`src/rtl/prg_outer_pkg.sv`:
```
package prg_outer_pkg;
  localparam int unsigned CPU_AW  = 16;
  localparam int unsigned INNER_W = 4;
  localparam int unsigned N_OUTER = 4;
  localparam int unsigned WIN_W   = 14;
  localparam int unsigned PRG_AW  = 1 + INNER_W + WIN_W;
  localparam logic [3:0]  IDX_INNER = 4'h8;
endpackage

```
`src/rtl/prg_reg_file.sv`:
```
module prg_reg_file
  import prg_outer_pkg::*;
(
  input  logic                clk_i,
  input  logic                rst_ni,
  input  logic [CPU_AW-1:0]   cpu_addr_i,
  input  logic [7:0]          cpu_data_i,
  input  logic                cpu_we_i,
  output logic [N_OUTER-1:0]  outer_q_o,
  output logic [INNER_W-1:0]  inner_q_o
);
  logic hit;
  assign hit = cpu_we_i & cpu_addr_i[CPU_AW-1];

  for (genvar g = 0; g < N_OUTER; g++) begin : g_outer
    always_ff @(posedge clk_i or negedge rst_ni) begin
      if (!rst_ni) outer_q_o[g] <= 1'b0;
      else if (hit && cpu_addr_i[3:0] == 4'(g)) outer_q_o[g] <= cpu_data_i[0];
    end
  end

  always_ff @(posedge clk_i or negedge rst_ni) begin
    if (!rst_ni) inner_q_o <= '0;
    else if (hit && cpu_addr_i[3:0] == IDX_INNER) inner_q_o <= cpu_data_i[INNER_W-1:0];
  end

  p_no_write_low_r3: assert property (@(posedge clk_i) disable iff (!rst_ni)
    (cpu_we_i && !cpu_addr_i[CPU_AW-1]) |=> $stable(outer_q_o) && $stable(inner_q_o));
  p_unused_idx_r2: assert property (@(posedge clk_i) disable iff (!rst_ni)
    (cpu_we_i && cpu_addr_i[3:0] > 4'd3 && cpu_addr_i[3:0] != IDX_INNER) |=> $stable(outer_q_o) && $stable(inner_q_o));
  p_outer_write_r1: assert property (@(posedge clk_i) disable iff (!rst_ni)
    (cpu_we_i && cpu_addr_i[CPU_AW-1] && cpu_addr_i[3:0] == 4'd0) |=> outer_q_o[0] == $past(cpu_data_i[0]));
endmodule

```
`src/rtl/prg_addr_gen.sv`:
```
module prg_addr_gen
  import prg_outer_pkg::*;
(
  input  logic [N_OUTER-1:0]  outer_q_i,
  input  logic [INNER_W-1:0]  inner_q_i,
  input  logic [1:0]          ppu_sel_i,
  input  logic [WIN_W:0]      cpu_win_i,
  output logic [PRG_AW-1:0]   prg_addr_o
);
  logic               outer_bit;
  logic [INNER_W-1:0] slot;
  always_comb begin
    outer_bit = outer_q_i[ppu_sel_i];
    slot      = cpu_win_i[WIN_W] ? {INNER_W{1'b1}} : inner_q_i;
    prg_addr_o = {outer_bit, slot, cpu_win_i[WIN_W-1:0]};
  end

  always_comb begin
    if (cpu_win_i[WIN_W]) a_fixed_r6: assert (prg_addr_o[PRG_AW-2 -: INNER_W] == {INNER_W{1'b1}});
    a_pass_r7: assert (prg_addr_o[WIN_W-1:0] == cpu_win_i[WIN_W-1:0]);
  end
endmodule

```
`src/rtl/prg_outer_map.sv`:
```
module prg_outer_map
  import prg_outer_pkg::*;
(
  input  logic              clk_i,
  input  logic              rst_ni,
  input  logic [15:0]       cpu_addr_i,
  input  logic [7:0]        cpu_data_i,
  input  logic              cpu_we_i,
  input  logic              ppu_a11_i,
  input  logic              ppu_a10_i,
  output logic [18:0]       prg_addr_o
);
  logic [N_OUTER-1:0] outer_q;
  logic [INNER_W-1:0] inner_q;

  prg_reg_file u_regs (
    .clk_i, .rst_ni, .cpu_addr_i, .cpu_data_i, .cpu_we_i,
    .outer_q_o(outer_q), .inner_q_o(inner_q)
  );

  prg_addr_gen u_gen (
    .outer_q_i(outer_q), .inner_q_i(inner_q),
    .ppu_sel_i({ppu_a11_i, ppu_a10_i}),
    .cpu_win_i(cpu_addr_i[WIN_W:0]),
    .prg_addr_o(prg_addr_o)
  );
endmodule

```
`config.mk`:
```
export PLATFORM = sky130hd
export DESIGN_NAME = prg_outer_map
export DESIGN_NICKNAME = d
export VERILOG_FILES = /design/src/rtl/prg_outer_pkg.sv /design/src/rtl/prg_reg_file.sv /design/src/rtl/prg_addr_gen.sv /design/src/rtl/prg_outer_map.sv
export SDC_FILE = /design/constraint.sdc
export NUM_CORES = 1
export LEC_CHECK = 0
export ABC_AREA = 0
export BUFFER_PORTS_ARGS = -buffer_cell sky130_fd_sc_hd__buf_2
export CELL_PAD_IN_SITES_DETAIL_PLACEMENT = 0
export CELL_PAD_IN_SITES_GLOBAL_PLACEMENT = 1
export CORE_UTILIZATION = 25
export CTS_CLUSTER_SIZE = 40
export DETAILED_ROUTE_END_ITERATION = 8
export HOLD_SLACK_MARGIN = 0.12
export PLACE_DENSITY = 0.87
export REMOVE_ABC_BUFFERS = 1
export SYNTH_ARGS = -nofsm -noshare
export SYNTH_HDL_FRONTEND = slang
export SYNTH_SLANG_ARGS = --single-unit
```
`constraint.sdc`:
```
create_clock -name clk_i -period 3.15 [get_ports clk_i]
set_input_delay 0.4725 -clock clk_i [delete_from_list [all_inputs] [get_ports clk_i]]
set_output_delay 0.4725 -clock clk_i [all_outputs]
set_load 0.005 [all_outputs]
```
==> results.cfg, run 1 <==
[setup_path]
critPathMaxStageDelay_ps = 440
critPathKind = reg2out
cp.arrival_ps = 1200
cp-end-kind = output port
crit_slowest_cell = mux4_2
reg2reg_setup_slack_ps = 2400
path_cells = mux4_2, buf_2
crit_required_ps = 2680
critPathMaxFanout = 2
start_kind = flop

[pwr]
power.share.switching_pct = 22.4
powerDensity_nw_per_um2 = 464
intPower_w = 0.000206
pwr-share-clk_pct = 28.0
p_sw_w = 0.0000593
p_leak_nw = 0.283
seq_power_share_pct = 49.5
power_frac_comb_pct = 22.5
ir_drop_uv = 155

[floorplanning]
core_um2 = 1800
fp.dieH_um = 47.0
pin_count = 48
die_area_um2 = 2210
std_cell_rows = 15
die_w_um = 47.0
start_util_pct = 28.1

[detailed_routing]
routed_wl_um = 978
wl_met2_um = 473
viasPerCell = 4.41
vias = 357
dr.first_iter.drc_count = 0
drcViolationCount = 0
wl_per_cell_um = 12.1
ant_nets = 0
route.met3.wl_um = 188
drt_first_pass_iters = 1
highest-signal-layer = met4
wirelength_met1_um = 307

[clock_network]
htreeDepth = 1
ctsRootBufferMaster = clkbuf_4
cts_buffer_depth = 2
cts_buffers = 3
cts_resized = 0
clock_sinks = 8
cts_tree = done
clkTransAtPathRegs_ps = 50
post-cts-setup-buffers = 0
clk_latency_ps = 250

[synth]
synthAdderAreaFrac_pct = 0
synth_mux_area_share_pct = 22.3
synth_most_common_cell = buf_4
synth_top_family_by_area = buffers and inverters
synth-main-ff-cell = dfrtp_1
synth_common_cells = buf_4, dfrtp_1, mux2_2
synth_top_cell_area_share_pct = 39.6
synth_warnings = 0
synth-async-reset-ratio_pct = 100
yosys-top-cells-area = dfrtp_1, buf_4, mux2_2
synth_cell_type_count = 12
synth_xor_area_share_pct = 0
yosysSeqAreaShare_pct = 39.6
yosys.area.top_type = dfrtp_1
synth_compound_area_share_pct = 0
synth_simple_gate_area_share_pct = 15.8
syn-cell-area_um2 = 505
synth-edff-count = 0
synth_area_per_cell_um2 = 11.5
synth_seq_cells = 8
syn_inst = 44

[finish]
register_area_um2 = 200
drive_above_1_share_pct = 73.2
fin_nets = 87
multi_input_area_um2 = 193
diodes = 0
fillerInstances = 199
area_delta_synth_final_pct = 13.1

[timing]
worst_pin_slew_ps = 231
fmax_ghz = 0.597
worst_slack_ps = 1470
rsz0062_at_grt = false
relSlewSlack_pct = 84.6
finClkSkew_ps = 0
finalHoldViolations = 0
setup_viol = 0
tns_ps = 0
fin_crit_ps = 1680
timing.final.max_slew_violations = 0
period_share_pct = 53.2

[placed_design]
gp_congestion = 0.621
dp_slack_ps = 1500
post-dp-hpwl_um = 804
port_buffers = 23

[grt]
grt_max_degree = 9
grt_first_pass_wirelength_mm = 1.30
gr-total-overflow = 0
antenna_found_initial = 0
grt_pass1_vias = 305
track_usage_pct = 9.89

[status]
status = finished clean

[run]
maxCapViolCount = 0

[worst_hold_path]
hold_class = in2reg
## sequential cells by signal, summed over array words and instances, names as in the netlist
name,cells
u_regs.inner_q_o,4
u_regs.outer_q_o,4
## cell type report
class                   count  share of cell area [%]
multi-input cells          21                    33.7
repair buffers             24                    21.9
well taps                  25                    5.47
clock buffers               3                    3.94
flip-flops and latches      8                    35.0
## cell families (layout without fill, tap and decap cells)
kind of cell,Yosys count,count (layout)
buffers and inverters,15,27
and+or+nand+nor,12,12
muxes,9,9
DFF,8,8
## per-layer routing
metal / global-route usage (%) / vias up
met2: 12.8 / 31
met3: 11.9 / 2
met5: 0 / -
li1: - / 163
met4: 8.57 / 0
met1: 7.64 / 161
## final timing paths
check	startpoint	end	depth (start not counted)
max	u_regs.outer_q_o[0]	prg_addr_o[18]	2
min	cpu_data_i[3]	u_regs.inner_q_o[3]	2
max reg2reg	u_regs.outer_q_o[0]	u_regs.outer_q_o[0]	1
min reg2reg	u_regs.inner_q_o[1]	u_regs.inner_q_o[1]	1
max in group asynchronous	rst_ni	u_regs.outer_q_o[3]	2
min in group asynchronous	rst_ni	u_regs.inner_q_o[3]	2
## placed cells by master, fill, tap and decap left out, drive strengths merged
cell | netlist | final
nand3 | 1 | 1
nor2 | 1 | 1
dfrtp | 8 | 8
and4bb | 1 | 1
nand4 | 1 | 1
and2b | 1 | 1
mux4 | 1 | 1
buf | 15 | 23
nand2 | 1 | 1
mux2 | 8 | 8
nand3b | 2 | 2
dlygate4sd3 | 0 | 1
or2 | 4 | 4
clkbuf | 0 | 3
## power by group through the flow
stage	clock network, W	logic, W	registers [W]
floorplan	0	0.0000331	0.000130
global placement	0	0.0000584	0.000133
detailed placement	0	0.0000599	0.000134
CTS	0.0000796	0.0000610	0.000132
global route	0.0000841	0.0000661	0.000134
finish	0.0000743	0.0000597	0.000131
## critical path: cells and delay by family (launching register included)
family,cells,cell delay (ps)
buf+inv,1,140
mux,1,440
flops,1,380
## through the flow
stage          util (%)  cells  power (W)  cell area, um2  hold slack (ps)
6_report           31.7     81   0.000265             572              452
5_1_grt            31.7     81   0.000284             572              443
4_1_cts            31.7     81   0.000273             572              441
3_5_place_dp       29.9     77   0.000194             539              322
3_3_place_gp       29.9     77   0.000191             539              317
2_1_floorplan         -     29   0.000163             393              177
## what timing repair did
action | CTS | global route
endpoints found under the hold margin | 8 | 0
hold buffers | 1 | 0
setup endpoints to repair | 0 | 0
(Power assumes the default switching activity.)
==> run 2, diff against run 1 <==
Settings changed: CORE_UTILIZATION 25 to 24, PLACE_DENSITY 0.87 to 0.84.
Clock period 3.15 ns to 1.6 ns, I/O delays scaled along.
==> run 2 against run 1 <==
Global-route usage up 0.17 points; combinational power up 98%; sequential share of layout area down 0.15 points; die area up 4.0%; critical path type unchanged; critical endpoint unchanged; largest cell class unchanged.
==> results.cfg, run 2 (synthesis results as in run 1) <==
[status]
status = finished clean

[clock_network]
clkTransAtPathRegs_ps = 50
cts_tree = done
cts_resized = 0
clock_sinks = 8
ctsRootBufferMaster = clkbuf_4
cts_buffer_depth = 2
clk_latency_ps = 240
cts_buffers = 3
postCtsHoldBufs = 1
htreeDepth = 1
post-cts-setup-buffers = 0

[floorplanning]
die_area_um2 = 2290
start_util_pct = 25.8
core_um2 = 1960
std_cell_rows = 16
die_w_um = 47.9
pin_count = 48
fp.dieH_um = 47.9

[grt]
gr-total-overflow = 0
grt_pass1_vias = 316
antenna_found_initial = 0
track_usage_pct = 10.1
grt_max_degree = 9
grt_first_pass_wirelength_mm = 1.44

[pwr]
total_power_w = 0.000521
p_sw_w = 0.000115
seq_power_share_pct = 49.9
ir_drop_uv = 296
intPower_w = 0.000406
power_frac_comb_pct = 22.6
powerDensity_nw_per_um2 = 907
power.share.switching_pct = 22.1
pwr-share-clk_pct = 27.6
p_leak_nw = 0.283

[timing]
fin_crit_ps = 1440
relSlewSlack_pct = 84.5
rsz0062_at_grt = false
finClkSkew_ps = 0
tns_ps = 0
finalHoldViolations = 0
whs_ps = 225
setup_viol = 0
period_share_pct = 90.1
timing.final.max_slew_violations = 0
fmax_ghz = 0.693
worst_pin_slew_ps = 232

[setup_path]
crit_family = multiplexers
start_kind = flop
critPathMaxStageDelay_ps = 440
path_buf_inv = 1
critPathMaxFanout = 2
cp-end-kind = output port
critPathKind = reg2out
crit_required_ps = 1360
crit_start = u_regs.outer_q_o[0]
cp.arrival_ps = 1200
r2r-start = u_regs.outer_q_o[0]
path_cells = mux4_2, buf_2
crit_slowest_cell = mux4_2

[detailed_routing]
viasPerCell = 4.33
ant_nets = 0
drt_first_pass_iters = 4
wl_per_cell_um = 11.6
vias = 359
routed_wl_um = 959
drcViolationCount = 0
dr.first_iter.drc_count = 3

[placed_design]
port_buffers = 23
gp_congestion = 0.583
post_dp_cell_area_um2 = 542
post-dp-hpwl_um = 807

[worst_hold_path]
hold_class = in2reg
min-delay-start = cpu_data_i[1]

[finish]
top_regs = u_regs.inner_q_o (4), u_regs.outer_q_o (4)
area_delta_synth_final_pct = 13.6
final_cell_mix = buf_2, mux2_2, dfrtp_1
fin_nets = 87
final_cell_area_um2 = 574
final_common_cell = buf_2
diodes = 0
final_util_pct = 29.3
drive_above_1_share_pct = 73.2

[run]
maxCapViolCount = 0
## run 2: cell counts in the layout (fill, tap and decap cells not counted)
No cell type changed its count.
## run 2: final timing paths
kind / to / slack [ps] / cells past startpoint
setup / recovery: prg_addr_o[18] / 160 / 2
hold / removal: u_regs.inner_q_o[1] / 230 / 2
setup reg to reg: u_regs.outer_q_o[0] / 840 / 1
hold reg to reg: u_regs.inner_q_o[1] / 490 / 1
max in group asynchronous: u_regs.outer_q_o[1] / 1040 / 2
min in group asynchronous: u_regs.inner_q_o[2] / 390 / 2
## run 2: per-layer routing
layer | global-route usage [%] | wire (um) | vias to the layer above
met2 | 12.2 | 461 | 29
met4 | 6.67 | 0 | 0
met5 | 0 | 0 | -
met1 | 9.38 | 302 | 168
met3 | 12.1 | 195 | 0
li1 | - | - | 162
## run 2: power by group through the flow
stage	clock network [W]	registers [W]	logic, W
floorplan	0	0.000256	0.0000652
global placement	0	0.000262	0.000115
detailed placement	0	0.000265	0.000118
CTS	0.000152	0.000261	0.000120
global route	0.000168	0.000266	0.000133
finish	0.000144	0.000260	0.000118
## run 2: per-stage QoR
stage,std cells,setup slack (ps)
floorplan,29,549
global placement,79,376
detailed placement,79,374
CTS,83,136
global route,83,81.6
finish,83,158
## run 2: layout make-up
cell class                 instances  area [um2]
clock buffer                       3        22.5
fill                             233        1390
multi-input combinational         21         193
sequential                         8         200
tap                               27        33.8
timing repair buffer              24         125
